--- src/rtl/pnt_pkg.sv ---
package pnt_pkg;
  localparam int LVL_W    = 4;
  localparam int TRAP_BIT = LVL_W - 1;
  localparam int USR_W    = LVL_W - 1;
  typedef logic [LVL_W-1:0] lvl_t;
  typedef logic [USR_W-1:0] usr_lvl_t;
endpackage

--- src/rtl/pnt_stack.sv ---
module pnt_stack #(
  parameter int DEPTH = 16,
  parameter int W     = 8
) (
  input  logic         clk,
  input  logic         rst_n,
  input  logic         push,
  input  logic         pop,
  input  logic [W-1:0] din,
  output logic [W-1:0] dout,
  output logic         full,
  output logic         empty
);
  localparam int CW = $clog2(DEPTH + 1);
  localparam int IW = (DEPTH > 1) ? $clog2(DEPTH) : 1;

  logic [CW-1:0] cnt_q, cnt_d;
  logic [IW-1:0] top_idx;
  logic [W-1:0]  rd_arr [DEPTH];

  // one storage slot per entry, written only when it is the next free one
  for (genvar i = 0; i < DEPTH; i++) begin : g_slot
    logic [W-1:0] slot_q;
    logic         slot_en;
    assign slot_en = push && (cnt_q == CW'(i));
    always_ff @(posedge clk) begin
      if (slot_en) slot_q <= din;
    end
    assign rd_arr[i] = slot_q;
  end

  assign full    = (cnt_q == CW'(DEPTH));
  assign empty   = (cnt_q == '0);
  assign top_idx = IW'(cnt_q - 1'b1);
  assign dout    = empty ? '0 : rd_arr[top_idx];

  always_comb begin
    cnt_d = cnt_q;
    if (push)     cnt_d = cnt_q + 1'b1;
    else if (pop) cnt_d = cnt_q - 1'b1;
  end

  always_ff @(posedge clk or negedge rst_n) begin
    if (!rst_n) cnt_q <= '0;
    else        cnt_q <= cnt_d;
  end

  p_no_push_full_r9: assert property (@(posedge clk) disable iff (!rst_n)
    push |-> !full);
  p_no_pop_empty_r10: assert property (@(posedge clk) disable iff (!rst_n)
    pop |-> !empty);
  p_push_pop_excl_r8: assert property (@(posedge clk) disable iff (!rst_n)
    !(push && pop));
endmodule

--- src/rtl/pnt_gate.sv ---
module pnt_gate
  import pnt_pkg::*;
(
  input  logic offer_vld,
  input  lvl_t offer_lvl,
  input  lvl_t lvl_q,
  input  logic reti,
  input  logic sw_wr,
  input  logic full,
  input  logic empty,
  output logic do_take,
  output logic do_ret,
  output logic do_sw,
  output logic err_set
);
  logic want, push_err, pop_err;

  always_comb begin
    // a return pulse blocks every other action in its cycle
    want     = offer_vld && !reti && (offer_lvl > lvl_q);
    do_take  = want && !full;
    push_err = want && full;
    do_ret   = reti && !empty;
    pop_err  = reti && empty;
    do_sw    = sw_wr && !reti && !want && !lvl_q[TRAP_BIT];
    err_set  = push_err || pop_err;
  end
endmodule

--- src/rtl/pnt_level.sv ---
module pnt_level
  import pnt_pkg::*;
(
  input  logic     clk,
  input  logic     rst_n,
  input  logic     take_evt,
  input  logic     ret_evt,
  input  logic     sw_evt,
  input  lvl_t     offer_lvl,
  input  lvl_t     pop_lvl,
  input  usr_lvl_t sw_lvl,
  output lvl_t     lvl_q
);
  lvl_t lvl_d;

  always_comb begin
    lvl_d = lvl_q;
    if (ret_evt)       lvl_d = pop_lvl;
    else if (take_evt) lvl_d = offer_lvl;
    else if (sw_evt)   lvl_d = {1'b0, sw_lvl};
  end

  always_ff @(posedge clk or negedge rst_n) begin
    if (!rst_n) lvl_q <= '0;
    else        lvl_q <= lvl_d;
  end

  p_trap_bit_core_r7: assert property (@(posedge clk) disable iff (!rst_n)
    $rose(lvl_q[TRAP_BIT]) |-> $past(take_evt));
  p_sw_no_trap_r7: assert property (@(posedge clk) disable iff (!rst_n)
    sw_evt |-> !lvl_q[TRAP_BIT]);
endmodule

--- src/rtl/prio_nest_tracker.sv ---
module prio_nest_tracker
  import pnt_pkg::*;
#(
  parameter int DEPTH  = 16,
  parameter int PC_W   = 24,
  parameter int VEC_W  = 9,
  parameter int STAT_W = 12
) (
  input  logic              clk,
  input  logic              rst_n,
  input  logic              offer_vld,
  input  logic [3:0]        offer_lvl,
  input  logic [VEC_W-1:0]  offer_vec,
  input  logic [PC_W-1:0]   pc_i,
  input  logic [STAT_W-1:0] stat_i,
  input  logic              reti,
  input  logic              sw_wr,
  input  logic [2:0]        sw_lvl,
  output logic [3:0]        cur_lvl,
  output logic              take_o,
  output logic [VEC_W-1:0]  take_vec,
  output logic [PC_W-1:0]   take_pc,
  output logic              ret_o,
  output logic [PC_W-1:0]   ret_pc,
  output logic [STAT_W-1:0] ret_stat,
  output logic              stk_err
);
  localparam int FR_W = STAT_W + LVL_W + PC_W;

  // reset: asserted at once, released through two flops
  logic [1:0] rsync_q;
  logic       rst_i_n;
  always_ff @(posedge clk or negedge rst_n) begin
    if (!rst_n) rsync_q <= 2'b00;
    else        rsync_q <= {rsync_q[0], 1'b1};
  end
  assign rst_i_n = rsync_q[1];

  lvl_t            lvl_q, pop_lvl;
  logic            do_take, do_ret, do_sw, err_set, full, empty;
  logic [FR_W-1:0] push_fr, pop_fr;

  assign push_fr = {stat_i, lvl_q, pc_i};
  assign pop_lvl = pop_fr[PC_W +: LVL_W];

  pnt_gate u_gate (
    .offer_vld (offer_vld),
    .offer_lvl (offer_lvl),
    .lvl_q     (lvl_q),
    .reti      (reti),
    .sw_wr     (sw_wr),
    .full      (full),
    .empty     (empty),
    .do_take   (do_take),
    .do_ret    (do_ret),
    .do_sw     (do_sw),
    .err_set   (err_set)
  );

  pnt_stack #(.DEPTH(DEPTH), .W(FR_W)) u_stack (
    .clk   (clk),
    .rst_n (rst_i_n),
    .push  (do_take),
    .pop   (do_ret),
    .din   (push_fr),
    .dout  (pop_fr),
    .full  (full),
    .empty (empty)
  );

  pnt_level u_level (
    .clk       (clk),
    .rst_n     (rst_i_n),
    .take_evt  (do_take),
    .ret_evt   (do_ret),
    .sw_evt    (do_sw),
    .offer_lvl (offer_lvl),
    .pop_lvl   (pop_lvl),
    .sw_lvl    (sw_lvl),
    .lvl_q     (lvl_q)
  );

  // output event registers
  logic              take_q, take_d, ret_q, ret_d, err_q, err_d;
  logic [VEC_W-1:0]  tvec_q, tvec_d;
  logic [PC_W-1:0]   tpc_q, tpc_d, rpc_q, rpc_d;
  logic [STAT_W-1:0] rst_q, rst_d;

  always_comb begin
    take_d = do_take;
    ret_d  = do_ret;
    err_d  = err_q || err_set;
    tvec_d = tvec_q;
    tpc_d  = tpc_q;
    rpc_d  = rpc_q;
    rst_d  = rst_q;
    if (do_take) begin
      tvec_d = offer_vec;
      tpc_d  = pc_i;
    end
    if (do_ret) begin
      rpc_d = pop_fr[PC_W-1:0];
      rst_d = pop_fr[FR_W-1 -: STAT_W];
    end
  end

  always_ff @(posedge clk or negedge rst_i_n) begin
    if (!rst_i_n) begin
      take_q <= 1'b0;
      ret_q  <= 1'b0;
      err_q  <= 1'b0;
      tvec_q <= '0;
      tpc_q  <= '0;
      rpc_q  <= '0;
      rst_q  <= '0;
    end else begin
      take_q <= take_d;
      ret_q  <= ret_d;
      err_q  <= err_d;
      tvec_q <= tvec_d;
      tpc_q  <= tpc_d;
      rpc_q  <= rpc_d;
      rst_q  <= rst_d;
    end
  end

  assign cur_lvl  = lvl_q;
  assign take_o   = take_q;
  assign take_vec = tvec_q;
  assign take_pc  = tpc_q;
  assign ret_o    = ret_q;
  assign ret_pc   = rpc_q;
  assign ret_stat = rst_q;
  assign stk_err  = err_q;

  p_take_raises_r2: assert property (@(posedge clk) disable iff (!rst_i_n)
    take_o |-> (cur_lvl > $past(cur_lvl)));
  p_take_lvl_r3: assert property (@(posedge clk) disable iff (!rst_i_n)
    $past(do_take) |-> (cur_lvl == $past(offer_lvl)));
  p_ret_blocks_take_r8: assert property (@(posedge clk) disable iff (!rst_i_n)
    $past(reti) |-> !take_o);
  p_err_sticky_r9: assert property (@(posedge clk) disable iff (!rst_i_n)
    stk_err |=> stk_err);
  p_sw_trap_ignored_r7: assert property (@(posedge clk) disable iff (!rst_i_n)
    $past(sw_wr && cur_lvl[3] && !reti && !offer_vld) |-> $stable(cur_lvl));
  p_ret_excl_take_r11: assert property (@(posedge clk) disable iff (!rst_i_n)
    !(take_o && ret_o));
endmodule

--- config.mk ---
export PLATFORM = sky130hd
export DESIGN_NAME = prio_nest_tracker
export DESIGN_NICKNAME = d
export VERILOG_FILES = /design/src/rtl/pnt_pkg.sv /design/src/rtl/pnt_stack.sv /design/src/rtl/pnt_gate.sv /design/src/rtl/pnt_level.sv /design/src/rtl/prio_nest_tracker.sv
export SDC_FILE = /design/constraint.sdc
export NUM_CORES = 1
export LEC_CHECK = 0
export ABC_AREA = 1
export BUFFER_PORTS_ARGS = -buffer_cell sky130_fd_sc_hd__buf_2
export CAP_MARGIN = 20
export CORE_ASPECT_RATIO = 1.2
export CORE_MARGIN = 4
export CORE_UTILIZATION = 40
export DETAILED_ROUTE_END_ITERATION = 8
export PLACE_DENSITY_LB_ADDON = 0.12
export SLEW_MARGIN = 20
export SYNTH_ARGS = -nofsm -noshare
export SYNTH_HDL_FRONTEND = slang
export SYNTH_HIERARCHICAL = 1
export SYNTH_SLANG_ARGS = --single-unit
--- constraint.sdc ---
create_clock -name clk -period 2.95 [get_ports clk]
set_input_delay 0.4425 -clock clk [delete_from_list [all_inputs] [get_ports clk]]
set_output_delay 0.4425 -clock clk [all_outputs]
set_load 0.005 [all_outputs]
==> Word-level counts from Yosys, hierarchy flattened <==
Cells that the tools add are included.
{ "word_totals": {"ff_bits": 723, "latchBits": 0, "ram_bits": 0, "romBits": 0, "inputBits": 57, "wordCells": 91, "memories": 0} }
{ "classes": {"add_sub_neg": 2, "multipliers": 0, "div_mod_pow": 0, "order_cmp": 2, "n_eq_ne": 16, "n_shift": 0, "n_mux": 9, "n_bitwise": 1, "reduce_logical": 35} }
{ "op_table": {"columns": ["operator", "n"], "rows": [
  ["$bmux W40 S4", 1],
  ["$mux W40", 3],
  ["$eq A5 B4 Y1 const B", 8],
  ["$logic_and A1 B1 Y1", 25],
  ["$eq A5 B3 Y1 const B", 4],
  ["$mux W4", 3],
  ["$eq A5 B2 Y1 const B", 2],
  ["$mux W5", 2],
  ["$add A5 B1 Y5 const B", 1],
  ["$eq A5 B1 Y1 const B", 1],
  ["$eq A5 B5 Y1 const B", 1],
  ["$ge A5 B5 Y1 const B", 1],
  ["$logic_not A1 Y1", 5],
  ["$logic_not A5 Y1", 1],
  ["$not A4 Y5", 1],
  ["$sub A5 B1 Y5 const B", 1],
  ["$gt A4 B4 Y1", 1],
  ["$reduce_bool A3 Y1", 1],
  ["$logic_or A1 B1 Y1", 2],
  ["$reduce_bool A2 Y1", 1]
]} }

==> Longest topological paths before layout <==
Gate-level depths: netlist of the first run.
{ "logic_depth": {"depth_word": 9, "depth_mapped": 17, "depth_no_buf": 14} }

==> Cells and area by module <==
The synthesis of the first run kept the hierarchy.
{ "modules_own_cells": {"columns": ["module", "instances", "cells_per_inst", "area_each_um2", "seq_area_each_um2"], "rows": [
  ["pnt_stack", 1, 2172, 26082.5, 19343.6],
  ["prio_nest_tracker", 1, 299, 2829.0, 1851.8],
  ["pnt_level", 1, 34, 236.5, 100.1],
  ["pnt_gate", 1, 30, 162.7, 0.0]
]} }

==> Worst setup path before layout of the first run <==
No wires, ideal clock.
{ "synth_timing": {"path_kind": "register to register", "from": "reg u_stack.cnt_q[0]", "to": "reg u_stack.g_slot[10].slot_q[0], enable pin", "arrival_ps": 3819, "setup_slack_ps": -1306, "path_stages_with_launch": 13, "path_buffers": 3, "synth_period_minus_slack_ps": 4256, "path_cell_list": "dfrtp_1 buf_4 inv_4 buf_2 buf_2 ha_1 nand3_1 nor2_1 nor2_2 inv_1 nor2_1 nand2_1 nor2_1"} }
{ "synth_between": {"elab_chain_len": 4, "elab_cells_between_ends": 5} }
{ "synth_lines": {"columns": ["item", "line", "rtl"], "rows": [
  ["start: declaration", "pnt_stack.sv:17", "logic [CW-1:0] cnt_q, cnt_d;"],
  ["start signal: assignment", "pnt_stack.sv:45", "else cnt_q <= cnt_d;"],
  ["$eq A5 B5 Y1", "pnt_stack.sv:32", "assign full = (cnt_q == CW'(DEPTH));"],
  ["named net full", "prio_nest_tracker.sv:40", "logic do_take, do_ret, do_sw, err_set, full, empty;"],
  ["$logic_not A1 Y1", "pnt_gate.sv:21", "do_take = want && !full;"],
  ["$logic_and A1 B1 Y1", "pnt_gate.sv:21", null],
  ["named net do_take", "prio_nest_tracker.sv:40", null],
  ["$logic_and A1 B1 Y1", "pnt_stack.sv:25", "assign slot_en = push && (cnt_q == CW'(i));"],
  ["named net u_stack.g_slot[10].slot_en", "pnt_stack.sv:24", "logic slot_en;"],
  ["end signal: assignment", "pnt_stack.sv:27", "if (slot_en) slot_q <= din;"],
  ["end: declaration", "pnt_stack.sv:23", "logic [W-1:0] slot_q;"]
]} }
The timed path passes the listed nets, and every way through them passes these cells.
A chain may end at the register's enable or synchronous reset.

==> Worst setup path after layout of the first run <==
{ "layout_timing": {"from": "reg u_stack.cnt_q[0]", "to": "reg rst_q[0] (netlist: ret_stat[0])"} }
{ "layout_between": {"elab_chain_len": 6, "elab_cells_between_ends": 9} }
{ "layout_lines": {"columns": ["item", "line", "rtl"], "rows": [
  ["$sub A5 B1 Y5", "pnt_stack.sv:34", "assign top_idx = IW'(cnt_q - 1'b1);"],
  ["$not A4 Y5 (not written as such)", "pnt_stack.sv:35", "assign dout = empty ? '0 : rd_arr[top_idx];"],
  ["$bmux W40 S4", "pnt_stack.sv:35", null],
  ["$mux W40 (not written as such) (2 in a row)", "pnt_stack.sv:35", null],
  ["$mux W40 *", "pnt_stack.sv:35", null],
  ["named net pop_fr[28]", "prio_nest_tracker.sv:41", "logic [FR_W-1:0] push_fr, pop_fr;"],
  ["end signal: assignment", "prio_nest_tracker.sv:123", "rst_q <= rst_d;"],
  ["end: declaration", "prio_nest_tracker.sv:87", "logic [STAT_W-1:0] rst_q, rst_d;"]
]} }
The timed path passes the listed nets; every way through them passes the cells marked *. The select of a mux whose other input is x is not followed.

==> run metrics, run 1 <==
outcome=finished, final reports clean; fin crit period=2600 ps; Bufs on Longest Clock Path=3; R2R Setup Slk=350 ps; post-synthesis sequential area ratio=between 70% and 80%; Worst-Margin Slew=759 ps; htree depth=3; CTS Sinks=723; final non-filler cell total=3,669; hold buffers post-CTS=1; Synth Instances=2,535; Final period util=88.3%; Synth Area in XOR/XNOR=0.179%; Post-Route WL=about 81,000 um; CP Launch Point=u_stack/cnt_q[0]$_DFFE_PN0P_; Mapped Avg Cell Area=11.6 um2; largest family of logic cells by synthesized area=simple AND/OR/NAND/NOR gates; first-pass GRT wire length=122,000 um; Synth Register Bits=723; Worst slew margin=49.4%; vias in the first global route=19,400; synthesized cell area=0.0293 mm2; critical path data required time=roughly 3500 ps; clock transition at the registers of the reported paths=~60 ps; Multi-input gate area=0.00723 mm2; gr ovfl total=0; layout cells sized above 1=13.9%; CP startpoint kind=flop; Syn Nets=2,601; Antenna diodes=0; Port Buffers=~130; Yosys warnings=6; CP Capture Type=flop; Final setup viols=0; LEAKAGE=13.1 nW; Die Span X=255 um; WL per Instance=around 22 um; worst r2r src=u_stack/cnt_q[0]$_DFFE_PN0P_; worst reg2reg path depth=10; Layout Nets=2,741; setup_tns=0 ps; total track usage=20.8%; Setup WS pre-CTS=about 270 ps; Synth Area in Simple Gates=21.8%; multiplexer share of the synthesized area=0%; Core Area=~0.072 mm2; Netlist cell types=31; GP Congestion=0.792; via/cell ratio=5.29; vias=slightly below 20,000; initial antenna violation count=3; Root Buffer=clkbuf_16; post-route setup slack=between 300 and 400 ps; Worst Hold Launch=offer_vec[1]; I/O pin total=~130; largest net degree at the start of global routing=153; Detailed Route Iter0 Violations=approximately 1,600; TritonCTS clock tree=yes; full die area=0.0777 mm2; Top FF cell, synth=edfxtp_1; post-synthesis async set-or-reset flop share=11.5%; upper clock frequency limit=384 MHz; post-DP HPWL=46,800 um; max cap viols=0; worst clock skew=21.8 ps; post-cts sizing count=0; Setup Fix Bufs, Post-CTS=0; Final ANT Viol Nets=0; RSZ-0062 raised after global routing=no; placed cell count=roughly 3,500; reg2reg end=ret_stat[0]$_DFFE_PN0P_; WS Path Type=reg2reg; Synth Area in Compound Gates=1.58%; clk_lat worst skew=620 ps; drt pass-1 iters=5; Crit Path Max Fanout=96; FILL cells=6,661; Starting Density=about two fifths; Post-Synth Adder-Cell Area=less than 1%; TritonCTS Buffers=74; Peak VDD IR=1.07 mV; chip height=305 um; Area growth syn-to-layout=16.4%; Pins Over Slew Limit=0; EDFF count, synth=640; drc violations=0; HP Class=in2reg; CP Capture Point=ret_stat[0]$_DFFE_PN0P_; Final Util=a little under half; Register Area=0.0213 mm2; std cell rows=about 110; Pwr per Cell Area=~1100 mW/mm2; final hold violation count=0; Worst EP arrival=3100 ps; Pwr Total=0.0377 W
## power breakdown
part / total (W) / switching [W] / internal, W
clock: 0.00978 / 0.00392 / 0.00586
combinational: 0.0155 / 0.0107 / 0.00474
sequential: 0.0125 / 0.000403 / 0.0120
## sequential cells by signal, summed over array words and instances (netlist names)
| signal | count |
|---|---|
| rsync_q | 2 |
| u_stack/g_slot.slot_q | 640 |
| u_stack/cnt_q | 5 |
| ret_pc | 24 |
| u_level/lvl_q | 4 |
| ret_stat | 12 |
| take_pc | 24 |
| stk_err | 1 |
| take_vec | 9 |
| ret_o | 1 |
| take_o | 1 |
## cell usage after synthesis, types with 4 or more instances
master	n	area, um2
a21oi_1	82	410
inv_1	17	63.8
inv_2	5	18.8
buf_6	14	158
ha_1	9	113
nand3_1	452	2260
dfrtp_1	83	2080
nand2_1	960	3600
edfxtp_1	640	19200
clkbuf_1	18	67.6
nor2_1	101	379
buf_4	22	165
nand2_2	13	81.3
buf_2	90	450
o211ai_1	4	30.0
## worst max-delay path, cell delays in order, from the launching register on
cell and delay [ps]:
dfrtp_4 600, inv_8 120, buf_12 350, nand3_4 200, xor2_4 170, buf_4 440, nand2_1 100, nor2_1 210
nor2_1 90, nand2_1 100, nand2_1 60
## metrics by stage
| step | cell area (um2) | hold WS [ps] |
|---|---|---|
| 3_3_place_gp | 31600 | 229 |
| 5_1_grt | 34100 | 30.5 |
| 2_1_floorplan | 29500 | 147 |
| 6_report | 34100 | 33.8 |
| 3_5_place_dp | 31600 | 229 |
| 4_1_cts | 34100 | 0.629 |
## layout make-up
| type | instances | area share [%] |
|---|---|---|
| clock buffer | 94 | 6.08 |
| inverter | 26 | 0.352 |
| tap | 935 | 3.43 |
| clock inverter | 41 | 1.33 |
| multi-input combinational | 1638 | 21.2 |
| timing repair buffer | 212 | 5.17 |
| sequential | 723 | 62.4 |
## routing by layer
metal	vias to the layer above	wire length [um]	track usage [%]
li1	9035	-	-
met1	9787	36800	30.0
met2	517	39000	34.0
met3	78	3820	2.71
met4	0	1210	4.66
met5	-	0	0
## how the worst min path moves through the flow
stage                                   end  slack (ps)  cells past startpoint
detailed placement     rsync_q[0]$_DFF_PN0_         230                      1
finish              take_vec[1]$_DFFE_PN0P_          30                      3
CTS                 take_vec[1]$_DFFE_PN0P_         0.6                      3
global route        take_vec[1]$_DFFE_PN0P_          30                      3
global placement       rsync_q[0]$_DFF_PN0_         230                      1
floorplan              rsync_q[0]$_DFF_PN0_         150                      0
## cell usage in the layout, fill, tap and decap left out, types with 2 or more instances in the layout
cell type / synthesis / routed
nand2_1: 960 / 955
edfxtp_1: 640 / 640
nand3_1: 452 / 452
buf_2: 90 / 132
nor2_1: 101 / 84
a21oi_1: 82 / 82
clkbuf_16: 0 / 80
dfrtp_1: 83 / 78
buf_12: 1 / 40
buf_4: 22 / 39
nor2_4: 0 / 18
inv_1: 17 / 15
clkinv_1: 0 / 14
nand2_2: 13 / 12
clkbuf_1: 18 / 12
clkinv_2: 0 / 10
bufinv_16: 0 / 10
ha_1: 9 / 8
inv_2: 5 / 7
nand2_4: 0 / 6
inv_4: 3 / 4
o211ai_1: 4 / 4
or2_1: 3 / 3
dfrtp_2: 0 / 3
inv_8: 1 / 2
inv_6: 0 / 2
clkinvlp_4: 0 / 2
clkbuf_8: 0 / 2
dfrtp_4: 0 / 2
nor2_2: 3 / 2
nand4_1: 2 / 2
xor2_4: 1 / 2
## kinds of logic after synthesis
logic type	after synthesis
AO/OA/AOI/OAI	89
XOR/XNOR	3
adder cells (fa/ha/maj)	9
buffers and inverters	174
flip-flops	723
other	1
AND/OR/NAND/NOR	1536
Power figures use the tool's default switching activity.
==> run 2: changes to the inputs <==
Settings changed: HOLD_SLACK_MARGIN from default to 0.12.
Clock period 2.95 ns to 2.55 ns, I/O delays scaled along.
==> run 2 against run 1 <==
  * Combinational power rose by 21%
  * First-iteration DRC count down 18%
  * Count of clock-buffer cells in the layout grew 18
  * Clock skew grew 7.0 ps
  * Via count fell by 0.98%
  * Global-route usage shrank 0.13 points
  * Utilization grew 0.68 points
  * Critical path depth grew 2
  * Largest power group unchanged
  * Sequential share of layout area fell by 0.89 points
  * Power increased by 18%
  * Non-clock buffer count up 38
==> run metrics, run 2 (synthesis gave the netlist of run 1 again) <==
commonest non-fill, non-tap cell in the layout=nand2_1; outcome=finished, final reports clean; vias=19,200; WL per Instance=21.7 um; LEAKAGE=between 10 and 15 nW; max cap viols=0; worst min-delay path endpoint=take_pc[8]$_DFFE_PN0P_; Antenna diodes=0; reg2reg end=u_level/lvl_q[1]$_DFFE_PN0P_; layout cells sized above 1=14.8%; HP Class=in2reg; upper clock frequency limit=422 MHz; total track usage=20.6%; Worst-Margin Slew=683 ps; initial antenna violation count=0; worst r2r src=u_stack/cnt_q[0]$_DFFE_PN0P_; Placed Area=roughly 0.032 mm2; worst reg2reg path depth=12; Multi-input gate area=0.00725 mm2; Final setup viols=0; CP Capture Type=flop; most frequent cells in the layout=955 x nand2_1, 640 x edfxtp_1, 451 x nand3_1; max reg flops=640; post-route setup slack=181 ps; final hold violation count=0; clock transition at the registers of the reported paths=60 ps; Worst Hold Launch=pc_i[8]; drc violations=0; design area=0.0346 mm2; Peak VDD IR=0.905 mV; hold depth=3; drt pass-1 iters=5; Starting Density=40.5%; via/cell ratio=5.18; Port Buffers=132; Crit Path Max Fanout=36; first-pass GRT wire length=122,000 um; Area growth syn-to-layout=18.1%; critical path data required time=3040 ps; post-DP HPWL=a little under 50,000 um; htree depth=3; largest net degree at the start of global routing=~130; Layout Nets=2,780; I/O pin total=about 130; worst clock skew=~29 ps; Post-Route WL=80,400 um; RSZ-0062 raised after global routing=no; post-cts sizing count=0; Register Area=0.0213 mm2; fin crit period=2370 ps; Die Span X=255 um; Final period util=92.9%; Core Area=0.0724 mm2; TritonCTS Buffers=75; WS Path Type=reg2reg; chip height=305 um; GP Congestion=0.808; Root Buffer=clkbuf_16; Worst EP arrival=2850 ps; Top reg by flops=u_stack/g_slot.slot_q; Pwr per Cell Area=1290 mW/mm2; full die area=0.0777 mm2; Final ANT Viol Nets=0; CP startpoint kind=flop; Bufs on Longest Clock Path=3; Detailed Route Iter0 Violations=approximately 1,400; TritonCTS clock tree=yes; Worst slew margin=54.5%; Pins Over Slew Limit=0; CTS Sinks=about 720; std cell rows=108; Setup WS pre-CTS=between 80 and 90 ps; clk_lat worst skew=630 ps; FILL cells=6,546; gr ovfl total=0; R2R Setup Slk=180 ps; vias in the first global route=19,400
## run 2: changes by cell type in the layout (fill, tap and decap cells not counted), sizes merged
| cell | previous run | this run |
|---|---|---|
| buf | 211 | 235 |
| clkbuf | 94 | 112 |
| clkinv | 25 | 14 |
| dlygate4sd3 | 1 | 15 |
| inv | 30 | 28 |
| bufinv | 10 | 9 |
| clkinvlp | 2 | 3 |
## run 2: repair_timing
action	4_1_cts	5_1_grt
hold endpoints to repair	15	0
buffers inserted	0	0
hold buffers	15	0
## run 2: layout make-up
cell class	instances	area share, %
multi-input cells	1638	20.9
flip-flops and latches	723	61.6
clock buffers	112	6.30
clock inverters	28	1.15
repair buffers	250	6.31
well taps	935	3.38
inverters	26	0.358
## run 2: worst max-delay path by stage
| stage | from | end | slack (ps) | depth (start not counted) |
|---|---|---|---|---|
| 2_1_floorplan | u_level/lvl_q[2]$_DFFE_PN0P_ | u_stack/g_slot[10].slot_q[0]$_DFFE_PP_ | -360 | 11 |
| 3_3_place_gp | offer_lvl[1] | u_stack/g_slot[14].slot_q[32]$_DFFE_PP_ | 40 | 13 |
| 3_5_place_dp | offer_lvl[1] | u_stack/g_slot[9].slot_q[38]$_DFFE_PP_ | 90 | 13 |
| 4_1_cts | u_stack/cnt_q[0]$_DFFE_PN0P_ | u_level/lvl_q[1]$_DFFE_PN0P_ | 180 | 12 |
| 5_1_grt | u_stack/cnt_q[0]$_DFFE_PN0P_ | u_level/lvl_q[0]$_DFFE_PN0P_ | 60 | 13 |
| 6_report | u_stack/cnt_q[0]$_DFFE_PN0P_ | u_level/lvl_q[1]$_DFFE_PN0P_ | 180 | 12 |
## run 2: through the flow
step | utilization (%) | std cells | hold WS [ps] | TNS (ps) | power [W]
5_1_grt | 47.8 | 3712 | 163 | 0 | 0.0473
3_5_place_dp | 44.0 | 3557 | 171 | 0 | 0.0335
6_report | 47.8 | 3712 | 163 | 0 | 0.0445
2_1_floorplan | - | 2535 | 86.9 | -186930 | 0.0263
3_3_place_gp | 44.0 | 3557 | 170 | 0 | 0.0335
4_1_cts | 47.8 | 3712 | 129 | 0 | 0.0451
## run 2: power breakdown
| part | switching [W] | internal (W) | total, W |
|---|---|---|---|
| clock network | 0.00456 | 0.00686 | 0.0114 |
| logic | 0.0126 | 0.00605 | 0.0187 |
| registers | 0.000428 | 0.0139 | 0.0144 |
## run 2: critical path, stage by stage, from the launching register on
cell and delay [ps]:
dfrtp_4 520, inv_8 140, ha_4 250, inv_6 230, buf_12 250, nand3_1 100, nand2_1 60, a21oi_1 40
nor2_1 150, nor2_1 90, or2_1 240, nand3_1 80, nand2_1 60
## run 2: metal layers
layer	GRT usage, %	routed length (um)	share of wire (%)
met1	26.5	33200	41
met3	2.58	3380	4.2
met5	0	0	0
met2	36.3	41400	52
met4	6.92	2410	3.0
==> run 3: changes to the inputs <==
Settings changed: CORE_ASPECT_RATIO 1.2 to default.
==> run 3 against run 2 <==
  * Final cell count increased by 0.65%
  * Combinational power about the same
  * Utilization increased by 0.18 points
  * Register-to-register slack got worse by 50 ps
  * Count of clock-buffer cells in the layout decreased by 14
  * Highest routed layer unchanged
==> run metrics, run 3 (synthesis gave the netlist of run 1 again) <==
drc violations=0; CP Capture Point=u_stack/g_slot[3].slot_q[14]$_DFFE_PP_; Internal=0.0263 W; fin crit period=2440 ps; Final setup viols=0; HP Class=in2reg; I/O pin total=approximately 130; CP most frequent cell=nor2_4; RSZ-0062 raised after global routing=no; gr ovfl total=0; final hold violation count=0; clock share of power=25.4%; total track usage=20.8%; initial antenna violation count=0; Slowest-stage cell, CP=dlygate4sd3_1; layout cells sized above 1=14.9%; post-DP HPWL=49,700 um; Final Util=approximately 48%; Top reg by flops=u_stack/g_slot.slot_q; worst clock skew=25.3 ps; CP Launch Point=offer_lvl[1]; drt pass-1 iters=5; Port Buffers=around 130; Stages on worst setup path=14; chip height=279 um; CP max stage delay=between 500 and 600 ps; Post-Route WL=81,400 um; Net Sw Power=0.0178 W; TritonCTS clock tree=yes; max cap viols=0; upper clock frequency limit=409 MHz; Root Buffer=clkbuf_16; Area growth syn-to-layout=18.0%; CP Capture Type=flop; via/cell ratio=roughly 5.2; Peak VDD IR=0.905 mV; Final period util=95.8%; CP top delay family=buffers and inverters; CP Cell Sequence=dlygate4sd3_1 -> buf_2 -> ha_1 -> nand2_1 -> nor2_2 -> nor2_2 -> nand2_1 -> nor2_4 -> inv_2 -> nor2_4 -> buf_12 -> nand2_4 -> nor2_4 -> buf_12; largest net degree at the start of global routing=146; Final ANT Viol Nets=0; worst r2r src=u_stack/cnt_q[0]$_DFFE_PN0P_; WS Path Type=in2reg; Buf/Inv on CP=5; Pwr per Cell Area=1270 mW/mm2; Detailed Route Iter0 Violations=1,907; max reg flops=between 600 and 700; Starting Density=40.7%; Pins Over Slew Limit=0; Worst slew margin=50.8%; switching share of total power=40.4%; vias in the first global route=a little under 20,000; sequential power share=32.7%; most frequent cells in the layout=955 x nand2_1, 640 x edfxtp_1, 451 x nand3_1; reg2reg end=ret_stat[7]$_DFFE_PN0P_; Placed Area=0.0318 mm2; CTS Sinks=slightly above 700; LEAKAGE=between 10 and 15 nW; Bufs on Longest Clock Path=3; clk_lat worst skew=630 ps; vias=19,500; first-pass GRT wire length=123,000 um; Crit Path Max Fanout=26; GP Congestion=0.823; WL per Instance=21.8 um; TritonCTS Buffers=between 70 and 80; critical path data required time=2850 ps; Worst-Margin Slew=737 ps; outcome=finished, final reports clean; R2R Setup Slk=130 ps; full die area=0.0777 mm2; Die Span X=279 um; htree depth=3; Gate power share=41.9%; worst reg2reg path depth=11; commonest non-fill, non-tap cell in the layout=nand2_1; setup_tns=0 ps; clock transition at the registers of the reported paths=60 ps; CP startpoint kind=input port; design area=0.0346 mm2; Layout Nets=about 2,800; Worst EP arrival=2740 ps; Core Area=0.0721 mm2; std cell rows=98
[run 3: timing repair]
| action | in CTS | in global routing |
|---|---|---|
| setup endpoints to repair | 4 | 328 |
| endpoints found under the hold margin | 16 | 0 |
| pin swaps | 1 | 1 |
| hold buffers | 18 | 0 |
| buffers inserted | 2 | 1 |
| resized for setup | 0 | 1 |
[run 3: how the worst min path moves through the flow]
stage | startpoint | end | slack, ps | depth (start not counted)
2_1_floorplan | rst_n | rsync_q[0]$_DFF_PN0_ | 90 | 0
3_3_place_gp | rst_n | rsync_q[0]$_DFF_PN0_ | 170 | 1
3_5_place_dp | rst_n | rsync_q[0]$_DFF_PN0_ | 170 | 1
4_1_cts | stat_i[11] | u_stack/g_slot[11].slot_q[39]$_DFFE_PP_ | 140 | 1
5_1_grt | stat_i[11] | u_stack/g_slot[1].slot_q[39]$_DFFE_PP_ | 170 | 1
6_report | pc_i[11] | take_pc[11]$_DFFE_PN0P_ | 170 | 3
[run 3: tightest hold or removal path, stage by stage]
cell and delay (ps):
buf_2 220, nand2_1 110, nand2_1 50
[run 3: layout make-up]
type                    instances  area (um2)
diodes                          1        2.50
clock buffers                  98        2100
clock inverters                46         429
fillers                      6564       37500
inverters                      26         124
multi-input cells            1638        7250
flip-flops and latches        723       21300
well taps                     950        1190
repair buffers                254        2190
[run 3: power by group through the flow]
stage	sequential (W)	combinational (W)	clock, W
floorplan	0.0147	0.0116	0
global placement	0.0146	0.0185	0
detailed placement	0.0146	0.0185	0
CTS	0.0144	0.0186	0.0115
global route	0.0145	0.0205	0.0120
finish	0.0144	0.0185	0.0112
[run 3: per-stage QoR]
step / total power (W) / instances / setup slack, ps / hold slack (ps)
floorplan: 0.0263 / 2535 / -356 / 86.9
global placement: 0.0331 / 3570 / -101 / 169
detailed placement: 0.0332 / 3570 / -93.3 / 172
CTS: 0.0445 / 3734 / 42.6 / 136
global route: 0.0470 / 3735 / 3.73 / 170
finish: 0.0440 / 3736 / 106 / 170
[run 3: layer usage]
layer	wire length [um]	global-route usage (%)	up-vias
li1	-	-	9132
met1	37100	30.1	9733
met2	37800	32.6	547
met3	4760	3.46	99
met4	1750	5.80	0
met5	0	0	-
